--- config.mk ---
export PLATFORM = sky130hd
export DESIGN_NAME = hybrid_arm_modulator
export DESIGN_NICKNAME = d
export VERILOG_FILES = /design/src/rtl/hnl_pkg.sv /design/src/rtl/hnl_ref_split.sv /design/src/rtl/hnl_mode_select.sv /design/src/rtl/hnl_out_stage.sv /design/src/rtl/hybrid_arm_modulator.sv
export SDC_FILE = /design/constraint.sdc
export NUM_CORES = 1
export LEC_CHECK = 0
export ABC_AREA = 1
export BUFFER_PORTS_ARGS = -buffer_cell sky130_fd_sc_hd__buf_2
export CORE_MARGIN = 3
export CORE_UTILIZATION = 49
export CTS_BUF_LIST = sky130_fd_sc_hd__clkbuf_16
export CTS_CLUSTER_SIZE = 30
export DETAILED_ROUTE_END_ITERATION = 10
export GPL_ROUTABILITY_DRIVEN = 0
export PLACE_DENSITY = 0.85
export SLEW_MARGIN = 20
export SYNTH_ARGS = -nofsm -noshare
export SYNTH_HDL_FRONTEND = slang
export SYNTH_SLANG_ARGS = --single-unit
--- constraint.sdc ---
create_clock -name clk -period 4.6 [get_ports clk]
set_input_delay 0.69 -clock clk [delete_from_list [all_inputs] [get_ports clk]]
set_output_delay 0.69 -clock clk [all_outputs]
set_load 0.05 [all_outputs]
--- src/rtl/hnl_pkg.sv ---
package hnl_pkg;
  typedef enum logic {
    MODE_POS = 1'b0,
    MODE_NEG = 1'b1
  } hf_mode_e;
endpackage

--- src/rtl/hnl_ref_split.sv ---
// Splits the fixed-point arm reference into a step count and a fraction,
// saturating anything above the full arm at exactly N_CELLS cells.
module hnl_ref_split #(
  parameter int N_CELLS = 8,
  parameter int INT_W   = 4,
  parameter int FRAC_W  = 8
) (
  input  logic [INT_W+FRAC_W-1:0] ref_q,
  output logic [INT_W-1:0]        lvl,
  output logic [FRAC_W-1:0]       frac
);
  localparam logic [INT_W-1:0] LVL_MAX = INT_W'(N_CELLS);

  logic [INT_W-1:0]  raw_int;
  logic [FRAC_W-1:0] raw_frac;

  always_comb begin
    raw_int  = ref_q[INT_W+FRAC_W-1:FRAC_W];
    raw_frac = ref_q[FRAC_W-1:0];
    if (raw_int >= LVL_MAX) begin
      lvl  = LVL_MAX;
      frac = '0;
    end else begin
      lvl  = raw_int;
      frac = raw_frac;
    end
  end
endmodule

--- src/rtl/hnl_mode_select.sv ---
// Decides the fast-module polarity, only when the step count moves.
module hnl_mode_select
  import hnl_pkg::*;
#(
  parameter int N_CELLS = 8,
  parameter int INT_W   = 4,
  parameter int VOLT_W  = 12
) (
  input  logic              clk,
  input  logic              rst,
  input  logic              smp_vld,
  input  logic [INT_W-1:0]  lvl,
  input  logic              cur_pos,
  input  logic [VOLT_W-1:0] hf_vsum,
  input  logic [VOLT_W-1:0] cell_vnom,
  output hf_mode_e          mode_nxt,
  output hf_mode_e          mode_q
);
  localparam logic [INT_W-1:0] LVL_TOP = INT_W'(N_CELLS - 1);

  logic [INT_W-1:0] lvl_prev;
  logic             lvl_moved;
  logic             vsum_low;

  always_comb begin
    lvl_moved = (lvl != lvl_prev);
    vsum_low  = (hf_vsum < cell_vnom);
    mode_nxt  = mode_q;
    if (lvl_moved) begin
      if (lvl >= LVL_TOP)
        mode_nxt = MODE_POS;
      else if (cur_pos)
        mode_nxt = vsum_low ? MODE_POS : MODE_NEG;
      else
        mode_nxt = vsum_low ? MODE_NEG : MODE_POS;
    end
  end

  always_ff @(posedge clk) begin
    if (rst) begin
      lvl_prev <= '0;
      mode_q   <= MODE_POS;
    end else if (smp_vld) begin
      lvl_prev <= lvl;
      mode_q   <= mode_nxt;
    end
  end

  AST_MODE_HOLD: assert property (@(posedge clk) disable iff (rst)
    (smp_vld && lvl == lvl_prev) |=> (mode_q == $past(mode_q)));

  AST_TOP_FORCE: assert property (@(posedge clk) disable iff (rst)
    (smp_vld && lvl >= LVL_TOP) |=> (mode_q == MODE_POS));
endmodule

--- src/rtl/hnl_out_stage.sv ---
// Registers the cell count, polarity and signed residual once per sample.
module hnl_out_stage
  import hnl_pkg::*;
#(
  parameter int INT_W  = 4,
  parameter int FRAC_W = 8
) (
  input  logic              clk,
  input  logic              rst,
  input  logic              smp_vld,
  input  logic [INT_W-1:0]  lvl,
  input  logic [FRAC_W-1:0] frac,
  input  hf_mode_e          mode_nxt,
  output logic              out_vld,
  output logic [INT_W-1:0]  cell_cnt,
  output logic              mode_neg,
  output logic [FRAC_W:0]   resid
);
  logic [INT_W-1:0] cnt_d;
  logic [FRAC_W:0]  resid_d;

  always_comb begin
    if (mode_nxt == MODE_NEG) begin
      cnt_d   = lvl + INT_W'(1);
      resid_d = {1'b1, frac};
    end else begin
      cnt_d   = lvl;
      resid_d = {1'b0, frac};
    end
  end

  always_ff @(posedge clk) begin
    if (rst) begin
      out_vld  <= 1'b0;
      cell_cnt <= '0;
      mode_neg <= 1'b0;
      resid    <= '0;
    end else begin
      out_vld <= smp_vld;
      if (smp_vld) begin
        cell_cnt <= cnt_d;
        mode_neg <= (mode_nxt == MODE_NEG);
        resid    <= resid_d;
      end
    end
  end

  AST_VLD_PULSE: assert property (@(posedge clk) disable iff (rst)
    out_vld |-> $past(smp_vld));

  AST_RESID_POS: assert property (@(posedge clk) disable iff (rst)
    (out_vld && !mode_neg) |-> !resid[FRAC_W]);

  AST_RESID_NEG: assert property (@(posedge clk) disable iff (rst)
    (out_vld && mode_neg) |-> resid[FRAC_W]);
endmodule

--- src/rtl/hybrid_arm_modulator.sv ---
module hybrid_arm_modulator
  import hnl_pkg::*;
#(
  parameter int N_CELLS = 8,
  parameter int FRAC_W  = 8,
  parameter int VOLT_W  = 12,
  localparam int INT_W  = $clog2(N_CELLS + 1),
  localparam int REF_W  = INT_W + FRAC_W
) (
  input  logic              clk,
  input  logic              rst,
  input  logic              ref_vld,
  input  logic [REF_W-1:0]  ref_q,
  input  logic              cur_pos,
  input  logic [VOLT_W-1:0] hf_vsum,
  input  logic [VOLT_W-1:0] cell_vnom,
  output logic              out_vld,
  output logic [INT_W-1:0]  cell_cnt,
  output logic              mode_neg,
  output logic [FRAC_W:0]   resid
);
  localparam logic [INT_W-1:0] CNT_MAX = INT_W'(N_CELLS);

  logic [INT_W-1:0]  lvl;
  logic [FRAC_W-1:0] frac;
  hf_mode_e          mode_nxt;
  hf_mode_e          mode_q;

  hnl_ref_split #(.N_CELLS(N_CELLS), .INT_W(INT_W), .FRAC_W(FRAC_W)) u_split (
    .ref_q (ref_q),
    .lvl   (lvl),
    .frac  (frac)
  );

  hnl_mode_select #(.N_CELLS(N_CELLS), .INT_W(INT_W), .VOLT_W(VOLT_W)) u_mode (
    .clk       (clk),
    .rst       (rst),
    .smp_vld   (ref_vld),
    .lvl       (lvl),
    .cur_pos   (cur_pos),
    .hf_vsum   (hf_vsum),
    .cell_vnom (cell_vnom),
    .mode_nxt  (mode_nxt),
    .mode_q    (mode_q)
  );

  hnl_out_stage #(.INT_W(INT_W), .FRAC_W(FRAC_W)) u_out (
    .clk      (clk),
    .rst      (rst),
    .smp_vld  (ref_vld),
    .lvl      (lvl),
    .frac     (frac),
    .mode_nxt (mode_nxt),
    .out_vld  (out_vld),
    .cell_cnt (cell_cnt),
    .mode_neg (mode_neg),
    .resid    (resid)
  );

  AST_CNT_MAX: assert property (@(posedge clk) disable iff (rst)
    out_vld |-> (cell_cnt <= CNT_MAX));

  AST_MODE_MATCH: assert property (@(posedge clk) disable iff (rst)
    out_vld |-> (mode_neg == (mode_q == MODE_NEG)));
endmodule

==> impl_metrics.csv <==
group,metric,value,unit
run_status,status,"completed",
synth,synth_warnings,0,
floorplan,rows,16,
cts,numCtsBuffers,3,
sta,setup_viol,0,
synth,synthCells,167,
grt,grt_usage,18.9,%
setup_path,crit_buf_inv,3,
setup_path,critical_path_class,"input pin to flip-flop",
place,dp_cells,244,
layout,diodes,0,
routing,wl_per_cell,10.6,um
synth,seq_area_frac_synth,31.7,%
synth,synth_nets,220,
cts,cts_tree,"built",
setup_path,slowest_delay,0.20,ns
cts,root_buffer,"clkbuf_16",
setup_path,crit_path_start_kind,"input pin",
synth,synth.area.top_cells,"dfxtp_1 32%, nand2_1 18%, ha_1 14%, inv_1 8.3%, a21oi_1 7.0%",
layout,final_cell_mix,"55 x nand2_1, 54 x buf_2, 25 x inv_1",
floorplan,initial_core_util,54.6,%
synth,synth_top_family_by_area,"simple AND/OR/NAND/NOR gates",
synth,synth_compound_area_share,11.3,%
sta,tightestPinTransition,0.707,ns
routing,drt_pass1_iterations,4,
floorplan,die_area,2930,um2
pwr,power_density,299,nW/um2
synth,yosys.area.top_type_share,31.7,%
floorplan,io_pins,55,
synth,ys_seq_elements,18,
grt,grt_max_degree,18,
synth,yosys.area_share.simple,29.8,%
synth,synth.avg_cell_area,6.80,um2
layout,fillers,191,
sta,finalSetupTns,0,ns
pwr,p_leak,0.875,nW
cts,clk_pin_slew,0.05,ns
floorplan,die_w,54.2,um
setup_path,critical_path.most_common_cell,"nand2_2",
routing,dr.first_iter.drc_count,12,
synth,yosysTopAreaCell,"dfxtp_1",
sta,holdWs,0.461,ns
synth,synth_xor_area_share,1.54,%
routing,route.detailed.drc,0,
routing,dr_total_vias,1182,
sta,slew_violations,0,
layout,nets,275,
min_path,min-delay-path-class,"flip-flop to flip-flop",
floorplan,core,2080,um2
cts,cts.path.max_buffers,2,
cts,insertion_delay,0.24,ns
synth,muxShareOfSynthArea,0,%
cts,cts-htree-levels,1,
layout,multiInputGateArea,648,um2
job,max_cap_violations,0,
pwr,ir_drop,0.437,mV
cts,cts_setup_buffers,0,
synth,synth_cell_types,23,
sta,hold_violations,0,
setup_path,cp.arrival,2.18,ns
grt,overflow,0,
cts,cts.sinks,18,
routing,final_antenna_net_count,0,
sta,timing.final.crit_share,43.4,%
layout,instances_no_fill,248,
sta,rsz0062_at_grt,"false",
layout,regArea,360,um2
sta,fmax,501,MHz
setup_path,critPathSlowestCell,"ha_1",
layout,final_util,72.1,%
grt,grt_pass1_wl,4090,um
setup_path,worstPathMaxFanout,5,
routing,wirelength,2620,um
layout,final_common_cell,"nand2_1",
synth,syn-cell-area,1140,um2
cts,postCtsHoldBufs,0,
setup_path,cp-end-kind,"flip-flop",
grt,antenna_found_initial,0,
place,portBuffers,54,
setup_path,cp.required,4.78,ns
routing,drt-vias-per-instance,4.77,
floorplan,die_h,54.2,um
layout,layout-drive-gt1-share,33.0,%
grt,grt_pass1_vias,996,
sta,period_needed,2.00,ns
place,hpwl,2020,um
setup_path,path_delay_family,"simple AND/OR/NAND/NOR gates",
cts,cts_resized,0,
sta,fin_skew,0.000651,ns
synth,synthAdderAreaFrac,14.3,%
setup_path,crit_chain,"buf_2 -> inv_2 -> nand2_2 -> inv_1 -> ha_1 -> ha_1 -> or2_1 -> nor2_1 -> nand3_2 -> nand2_4 -> nand2_4 -> nand2_2 -> nand2_2 -> a21oi_2",
sta,worst_slew_margin_rel,52.7,%
layout,area_growth,32.0,%
==> cells by family (layout without fill, tap and decap cells) <==
group,after synthesis,after routing
DFF,18,18
buffers and inverters,33,87
AOI/OAI and AO/OA,23,23
adders and majority gates,13,13
xor gates and xnor gates,2,2
and+or+nand+nor,78,78
==> tightest hold or removal path: cells and delay by family (launching register included) <==
kind	cells	cell delay, ns
DFF	1	0.30
and+or+nand+nor	1	0.06
AOI/OAI and AO/OA	1	0.05
==> final timing paths <==
kind	end	startpoint	slack, ns	cells after the start
worst max register to register	u_out.cell_cnt[0]$_SDFFE_PP0P_	u_mode.lvl_prev[3]$_SDFFE_PP0P_	3.22	11
worst min register to register	u_out.cell_cnt[1]$_SDFFE_PP0P_	u_out.cell_cnt[1]$_SDFFE_PP0P_	0.46	2
worst max-delay path	u_out.cell_cnt[2]$_SDFFE_PP0P_	ref_q[11]	2.60	14
worst min-delay path	u_out.cell_cnt[1]$_SDFFE_PP0P_	u_out.cell_cnt[1]$_SDFFE_PP0P_	0.46	2
==> power by group <==
part / internal [mW] / total [mW] / switching (mW) / leakage (nW)
Clock: 0.115 / 0.171 / 0.0555 / 0.0385
Combinational: 0.0386 / 0.109 / 0.0706 / 0.689
Sequential: 0.164 / 0.169 / 0.00442 / 0.148
Total: 0.318 / 0.449 / 0.130 / 0.875
==> registers in the layout (all words and copies together) (netlist names) <==
signal,count
u_out.resid,9
u_mode.lvl_prev,4
u_out.cell_cnt,4
u_out.out_vld,1
==> synthesized netlist by cell type <==
master,instances
nand2_1,55
inv_1,25
dfxtp_1,18
a21oi_1,16
ha_1,13
nor2_1,8
nand2_2,6
inv_2,4
nand3_1,4
clkbuf_1,3
nand2_4,2
xor2_1,2
a21oi_2,1
a31oi_1,1
buf_4,1
nand3_2,1
nor2_2,1
o21a_1,1
o21ai_0,1
o21ai_1,1
o21ai_2,1
o31ai_1,1
or2_1,1
==> metrics by stage <==
stage / setup slack (ns) / power, mW / instance area (um2)
floorplan: 2.62 / 0.246 / 1140
global placement: 2.43 / 0.278 / 1420
detailed placement: 2.36 / 0.280 / 1420
CTS: 2.61 / 0.451 / 1500
global route: 2.48 / 0.472 / 1500
finish: 2.60 / 0.449 / 1500
==> final cells by class <==
cell class | count | share of cell area (%)
clock inverters | 1 | 0.250
inverters | 29 | 7.26
well taps | 27 | 2.25
multi-input cells | 116 | 43.2
clock buffers | 3 | 5.00
flip-flops and latches | 18 | 24.0
repair buffers | 54 | 18.0
==> layer usage <==
metal	track usage (%)	up-vias	part of all wire, %
met5	0	-	0
met4	3.73	0	0.99
met3	4.71	4	5.8
met2	33.5	30	51
met1	22.9	525	43
li1	-	623	-
Power figures use the tool's default switching activity.
